**src/rtl/apt_pkg.sv**
```systemverilog
package apt_pkg;

    localparam int          PRIO_W      = 8;
    localparam int          ID_W        = 10;
    localparam int          RP_W        = PRIO_W + 1;
    localparam logic [ID_W-1:0] SPURIOUS_ID = 10'd1023;
    localparam logic [RP_W-1:0] IDLE_PRIO   = 9'h100;

    // Request that marks one level active
    typedef struct packed {
        logic                  valid;
        logic                  grp1;
        logic [PRIO_W-1:0]     gprio;
    } act_req_t;

    // Request that retires one level
    typedef struct packed {
        logic valid;
        logic grp1;
    } drop_req_t;

    // Mask keeping the group-priority bits for binary point bp
    function automatic logic [PRIO_W-1:0] gp_mask(input logic [2:0] bp);
        logic [3:0] sh;
        sh = {1'b0, bp} + 4'd1;
        return 8'hFF << sh;
    endfunction

endpackage

```
**src/rtl/apt_group_prio.sv**
```systemverilog
module apt_group_prio
    import apt_pkg::*;
#(
    parameter int MIN_BPR    = 3,
    parameter bit HAS_GROUPS = 1'b1,
    localparam int LVL_W     = PRIO_W - (MIN_BPR + 1)
) (
    input  logic [PRIO_W-1:0] prio,
    input  logic              group_in,
    input  logic [2:0]        bpr,
    input  logic [2:0]        abpr,
    input  logic              cbpr,
    output logic              grp1,
    output logic [PRIO_W-1:0] gprio,
    output logic [LVL_W-1:0]  level
);

    logic [2:0] bp_sel;

    always_comb begin
        grp1   = HAS_GROUPS && group_in;
        bp_sel = (grp1 && !cbpr) ? abpr : bpr;
        gprio  = prio & gp_mask(bp_sel);
        level  = gprio[PRIO_W-1 -: LVL_W];
    end

endmodule

```
**src/rtl/apt_bank.sv**
```systemverilog
module apt_bank
    import apt_pkg::*;
#(
    parameter int NUM_REGS = 1,
    parameter int WORD_W   = 32,
    parameter int LVL_W    = 4,
    localparam int FLAT_W  = NUM_REGS * WORD_W
) (
    input  logic                             clk,
    input  logic                             rst,
    input  logic                             set_en,
    input  logic [LVL_W-1:0]                 set_level,
    input  logic                             drop_en,
    output logic [NUM_REGS-1:0][WORD_W-1:0]  q,
    output logic [NUM_REGS-1:0][WORD_W-1:0]  d
);

    logic [FLAT_W-1:0] set_vec;

    always_comb begin
        set_vec = '0;
        if (set_en) begin
            set_vec[set_level] = 1'b1;
        end
    end

    // Clear the lowest set bit of the first nonzero word, then merge the new level
    always_comb begin
        logic              seen;
        logic [WORD_W-1:0] w;
        seen = 1'b0;
        for (int r = 0; r < NUM_REGS; r++) begin
            w = q[r];
            if (drop_en && !seen && (|w)) begin
                w = w & (w - 1'b1);
            end
            seen = seen | (|q[r]);
            d[r] = w | set_vec[r*WORD_W +: WORD_W];
        end
    end

    for (genvar g = 0; g < NUM_REGS; g++) begin : g_word
        always_ff @(posedge clk) begin
            if (rst) begin
                q[g] <= '0;
            end else begin
                q[g] <= d[g];
            end
        end
    end

endmodule

```
**src/rtl/apt_prio_scan.sv**
```systemverilog
module apt_prio_scan
    import apt_pkg::*;
#(
    parameter int NUM_REGS = 1,
    parameter int WORD_W   = 32,
    parameter int MIN_BPR  = 3
) (
    input  logic [NUM_REGS-1:0][WORD_W-1:0] bank0,
    input  logic [NUM_REGS-1:0][WORD_W-1:0] bank1,
    output logic [RP_W-1:0]                 prio
);

    logic [NUM_REGS-1:0][WORD_W-1:0] uni;

    always_comb begin
        logic [WORD_W-1:0] word;
        int                base;
        int                pos;
        logic              any;
        uni  = bank0 | bank1;
        word = '0;
        base = 0;
        any  = 1'b0;
        for (int r = NUM_REGS - 1; r >= 0; r--) begin
            if (|uni[r]) begin
                word = uni[r];
                base = r * WORD_W;
                any  = 1'b1;
            end
        end
        pos = 0;
        for (int b = WORD_W - 1; b >= 0; b--) begin
            if (word[b]) begin
                pos = b;
            end
        end
        prio = any ? RP_W'((base + pos) << (MIN_BPR + 1)) : IDLE_PRIO;
    end

endmodule

```
**src/rtl/apt_tracker.sv**
```systemverilog
module apt_tracker
    import apt_pkg::*;
#(
    parameter int NUM_IRQ    = 96,
    parameter int MIN_BPR    = 3,
    parameter int WORD_W     = 32,
    parameter bit HAS_GROUPS = 1'b1,
    parameter bit HAS_SEC    = 1'b1
) (
    input  logic            clk,
    input  logic            rst,
    input  logic            ack_valid,
    input  logic [9:0]      ack_id,
    input  logic [7:0]      ack_prio,
    input  logic            ack_group,
    input  logic            eoi_valid,
    input  logic [9:0]      eoi_id,
    input  logic            eoi_group,
    input  logic            eoi_secure,
    input  logic [2:0]      bpr,
    input  logic [2:0]      abpr,
    input  logic            cbpr,
    output logic [8:0]      running_prio
);

    localparam int LVL_W      = PRIO_W - (MIN_BPR + 1);
    localparam int NUM_LEVELS = 1 << LVL_W;
    localparam int NUM_REGS   = (NUM_LEVELS + WORD_W - 1) / WORD_W;

    logic                            ack_grp1;
    logic [PRIO_W-1:0]               ack_gprio;
    logic [LVL_W-1:0]                ack_level;
    act_req_t                        act;
    drop_req_t                       drop;
    logic [NUM_REGS-1:0][WORD_W-1:0] b0_q, b0_d, b1_q, b1_d;
    logic [RP_W-1:0]                 scan_prio;
    logic [RP_W-1:0]                 rp_q;

    apt_group_prio #(
        .MIN_BPR   (MIN_BPR),
        .HAS_GROUPS(HAS_GROUPS)
    ) u_gprio (
        .prio    (ack_prio),
        .group_in(ack_group),
        .bpr     (bpr),
        .abpr    (abpr),
        .cbpr    (cbpr),
        .grp1    (ack_grp1),
        .gprio   (ack_gprio),
        .level   (ack_level)
    );

    always_comb begin
        act.valid  = ack_valid && (int'(ack_id) < NUM_IRQ) && (ack_id != SPURIOUS_ID);
        act.grp1   = ack_grp1;
        act.gprio  = ack_gprio;
        drop.grp1  = HAS_GROUPS && eoi_group;
        drop.valid = eoi_valid
                  && (int'(eoi_id) < NUM_IRQ)
                  && (rp_q != IDLE_PRIO)
                  && !(HAS_SEC && !eoi_secure && !drop.grp1);
    end

    apt_bank #(
        .NUM_REGS(NUM_REGS),
        .WORD_W  (WORD_W),
        .LVL_W   (LVL_W)
    ) u_bank0 (
        .clk      (clk),
        .rst      (rst),
        .set_en   (act.valid && !act.grp1),
        .set_level(ack_level),
        .drop_en  (drop.valid && !drop.grp1),
        .q        (b0_q),
        .d        (b0_d)
    );

    if (HAS_GROUPS) begin : g_bank1
        apt_bank #(
            .NUM_REGS(NUM_REGS),
            .WORD_W  (WORD_W),
            .LVL_W   (LVL_W)
        ) u_bank1 (
            .clk      (clk),
            .rst      (rst),
            .set_en   (act.valid && act.grp1),
            .set_level(ack_level),
            .drop_en  (drop.valid && drop.grp1),
            .q        (b1_q),
            .d        (b1_d)
        );
    end else begin : g_no_bank1
        assign b1_q = '0;
        assign b1_d = '0;
    end

    apt_prio_scan #(
        .NUM_REGS(NUM_REGS),
        .WORD_W  (WORD_W),
        .MIN_BPR (MIN_BPR)
    ) u_scan (
        .bank0(b0_d),
        .bank1(b1_d),
        .prio (scan_prio)
    );

    always_ff @(posedge clk) begin
        if (rst) begin
            rp_q <= IDLE_PRIO;
        end else if (act.valid) begin
            rp_q <= {1'b0, act.gprio};
        end else if (drop.valid) begin
            rp_q <= scan_prio;
        end
    end

    assign running_prio = rp_q;

endmodule

```
**config.mk**
```make
export PLATFORM = sky130hd
export DESIGN_NAME = apt_tracker
export DESIGN_NICKNAME = d
export VERILOG_FILES = /design/src/rtl/apt_pkg.sv /design/src/rtl/apt_group_prio.sv /design/src/rtl/apt_bank.sv /design/src/rtl/apt_prio_scan.sv /design/src/rtl/apt_tracker.sv
export SDC_FILE = /design/constraint.sdc
export NUM_CORES = 1
export LEC_CHECK = 0
export BUFFER_PORTS_ARGS = -buffer_cell sky130_fd_sc_hd__buf_2
export CAP_MARGIN = 0
export CORE_MARGIN = 5
export CORE_UTILIZATION = 55
export CTS_CLUSTER_DIAMETER = 120
export DETAILED_ROUTE_END_ITERATION = 12
export GPL_TIMING_DRIVEN = 0
export MAX_ROUTING_LAYER = met4
export PLACE_DENSITY_LB_ADDON = 0.3
export SKIP_CTS_REPAIR_TIMING = 1
export SLEW_MARGIN = 5
export SYNTH_ARGS = -nofsm -noshare
export SYNTH_HDL_FRONTEND = slang
export SYNTH_SLANG_ARGS = --single-unit
```
**constraint.sdc**
```tcl
create_clock -name clk -period 5.3 [get_ports clk]
set_clock_uncertainty 0.15 [all_clocks]
set_input_delay 0.53 -clock clk [delete_from_list [all_inputs] [get_ports clk]]
set_output_delay 0.53 -clock clk [all_outputs]
set_load 0.02 [all_outputs]
```
==> results.toml <==
[global_route]
grt_use_total_pct = 29.5
overflow = 0
grt_pass1_vias = 4604
grt_pass1_wl_mm = 22.8
antenna_found_initial = 0
grt_max_degree = 13

[power_and_ir_drop]
pwr-share-seq_pct = 47.5
switching_share_pct = 25.6
vdd_ir_drop_max_mv = 0.174
clkPwrFrac_pct = 42.6
combPwrFrac_pct = 9.9
power_switching_w = 0.000297
powerDensity_mw_per_mm2 = 232
p_int_w = 0.000862
power_leakage_nw = 1.96

[placed_design]
portBuffers = 37
dp_hpwl_mm = 10.9
gp_congestion = 1.04

[logic_synthesis]
ys_seq_area_share_pct = 32.8
syn_avg_cell_area_um2 = 8.11
synthArstFlopShare_pct = 0
synth_cell_type_count = 74
synth_top_cell_area_share_pct = 32.8
synthTopCellsByArea = "dfxtp_1 33%, a21oi_1 5.2%, nor2_1 4.5%"
postSynthCellCount = 550
synth_edf_count = 0
syn-num-nets = 595
yosysWarnings = 0
syn_area_mm2 = 0.00446
ys_seq_elements = 73
synth_top_area_cell = "dfxtp_1"
synth_ff_type = "dfxtp_1"

[clock_network]
htree_levels = 3
worstSkewPairLatency_ns = 0.36
clock_path_buffers = 2
root_buffer = "clkbuf_8"
cts_buffers = 9
cts_tree = "built"
clock_sinks = 73
path_clk_slew_ns = 0.08

[layout]
fillers = 716
area_growth_pct = 12.0
num_antenna_cells = 0
nets = 643
drive_gt1_share_pct = 14.1

[timing]
slew_headroom_pct = 41.7
rsz0062_at_grt = "no"
whs_ns = 0.265
fmax_mhz = 218
tightestPinTransition_ns = 0.871
tns_ns = 0
slew_viol_final = 0
hold_viol_final = 0
report.final.setup_viol = 0
fin_crit_sh_pct = 86.6
fin_crit_ns = 4.59

[floorplanning]
die_area_mm2 = 0.0100
num_rows = 32
initial_utilization_pct = 57.1
core_mm2 = 0.00781
ioPinCount = 51
die_w_um = 100
dieHeight_um = 100

[route]
ant_nets = 0
firstDrtPassIters = 5
vias = 4844
via_per_inst = 6.87
wl_per_cell_um = 20.2
postRouteWirelength_mm = 14.2
drc = 0
drt-initial-drc-count = 402

[critical_path]
arrival_ns = 4.72
slowest_stage = "o311ai_0"
cp_data_required_time_ns = 5.42
worst-setup-path-type = "input port to flop"
cp.buffers_inverters = 2
critPathMaxFanout = 9
start_kind = "input port"
cp_cell_sequence = "clkbuf_1, and2b_1, mux2i_1, inv_1, ha_1, nand2b_1, a21oi_1, o21ai_1, nand4b_1, o311ai_0, o21bai_1, a221oi_1, nand4_1, a41o_1, a211oi_1"
cp_top_family = "compound AO/OA/AOI/OAI gates"
slowest_delay_ns = 0.72
end_kind = "flop"

[run]
maxCapViolations = 0

[min_path]
holdCritPathClass = "input port to flop"

[status]
outcome = "complete, no violations"
-- path summary, 6_finish.rpt --
check / slack, ns / start / endpoint / cells past startpoint
min: 0.27 / ack_prio[3] / running_prio[3] / 3
max reg2reg: 1.15 / u_bank0.q[0] / running_prio[5] / 10
min reg2reg: 0.33 / g_bank1.u_bank1.q[22] / g_bank1.u_bank1.q[22] / 2
max: 0.71 / ack_group / running_prio[4] / 15
-- cell families after synthesis --
family | share of synthesized area, %
AND/OR/NAND/NOR | 35.1
AO/OA/AOI/OAI | 26.9
flip-flops | 32.8
buffers and inverters | 3.06
adder cells (fa/ha/maj) | 1.52
multiplexers | 0.673
-- Yosys cell counts, drive strengths merged (9+ instances only) --
| library cell | n |
|---|---|
| a21oi | 46 |
| and2 | 11 |
| clkbuf | 16 |
| dfxtp | 73 |
| inv | 9 |
| nand2 | 47 |
| nand2b | 12 |
| nand3 | 27 |
| nand4 | 14 |
| nor2 | 53 |
| nor3 | 18 |
| nor4 | 11 |
| o21ai | 24 |
| o31ai | 24 |
| o41ai | 12 |
| or2 | 9 |
| or3 | 15 |
| or4 | 15 |
-- state kept, by name, indices dropped and copies added (netlist names) --
register / cells
g_bank1.u_bank1.q: 32
u_bank0.q: 32
running_prio: 9
-- per-layer routing --
metal	GRT usage, %	vias up	part of all wire, %
met4	15.0	0	4.4
met1	35.6	2279	41
met2	47.8	272	48
met5	-	-	0
met3	4.73	45	7.4
li1	-	2248	-
-- per-stage QoR --
step	instances	setup slack [ns]	utilization, %	total power, W	cell area (µm²)
6_report	705	0.708	63.9	0.00116	4990
5_1_grt	705	0.458	63.9	0.00119	4990
4_1_cts	705	0.843	63.9	0.00115	4990
3_5_place_dp	689	0.497	61.1	0.000675	4770
3_3_place_gp	689	0.498	61.1	0.000673	4770
2_1_floorplan	550	1.27	-	0.000632	4460
-- worst min-delay path, cell delays in order --
cell	delay, ns
buf_2	0.08
a22oi_1	0.06
nor2_1	0.08
-- area by class of cell --
cell class | count | area (µm²) | area share, %
buffer | 22 | 103 | 2.06
clock buffer | 11 | 141 | 2.83
clock inverter | 5 | 78.8 | 1.58
inverter | 9 | 33.8 | 0.677
multi-input combinational | 446 | 2860 | 57.3
sequential | 73 | 1460 | 29.3
tap | 102 | 128 | 2.56
timing repair buffer | 37 | 185 | 3.71
-- power groups by stage --
stage | Combinational (W) | Clock [W] | Sequential [W]
final | 0.000114 | 0.000494 | 0.000551
after floorplan | 0.0000675 | 0 | 0.000565
after CTS | 0.000112 | 0.000492 | 0.000551
after global placement | 0.000110 | 0 | 0.000564
after detailed placement | 0.000111 | 0 | 0.000564
after global routing | 0.000123 | 0.000521 | 0.000551
-- cell usage in the layout (no fill, tap or decap), types with 7 or more instances in the layout --
master,netlist,layout
a21oi_1,46,46
and2_1,11,11
and3_1,7,7
buf_2,4,41
clkbuf_1,16,17
clkbuf_8,0,10
dfxtp_1,73,73
inv_1,9,9
nand2_1,47,47
nand2b_1,12,12
nand3_1,27,27
nand3b_1,7,7
nand4_1,13,13
nor2_1,53,53
nor3_1,18,18
nor4_1,7,7
o21ai_0,18,18
o31ai_1,23,23
o41ai_1,10,10
or3_1,15,15
or4_1,13,13
No activity file was read; power rests on OpenSTA's default activity.
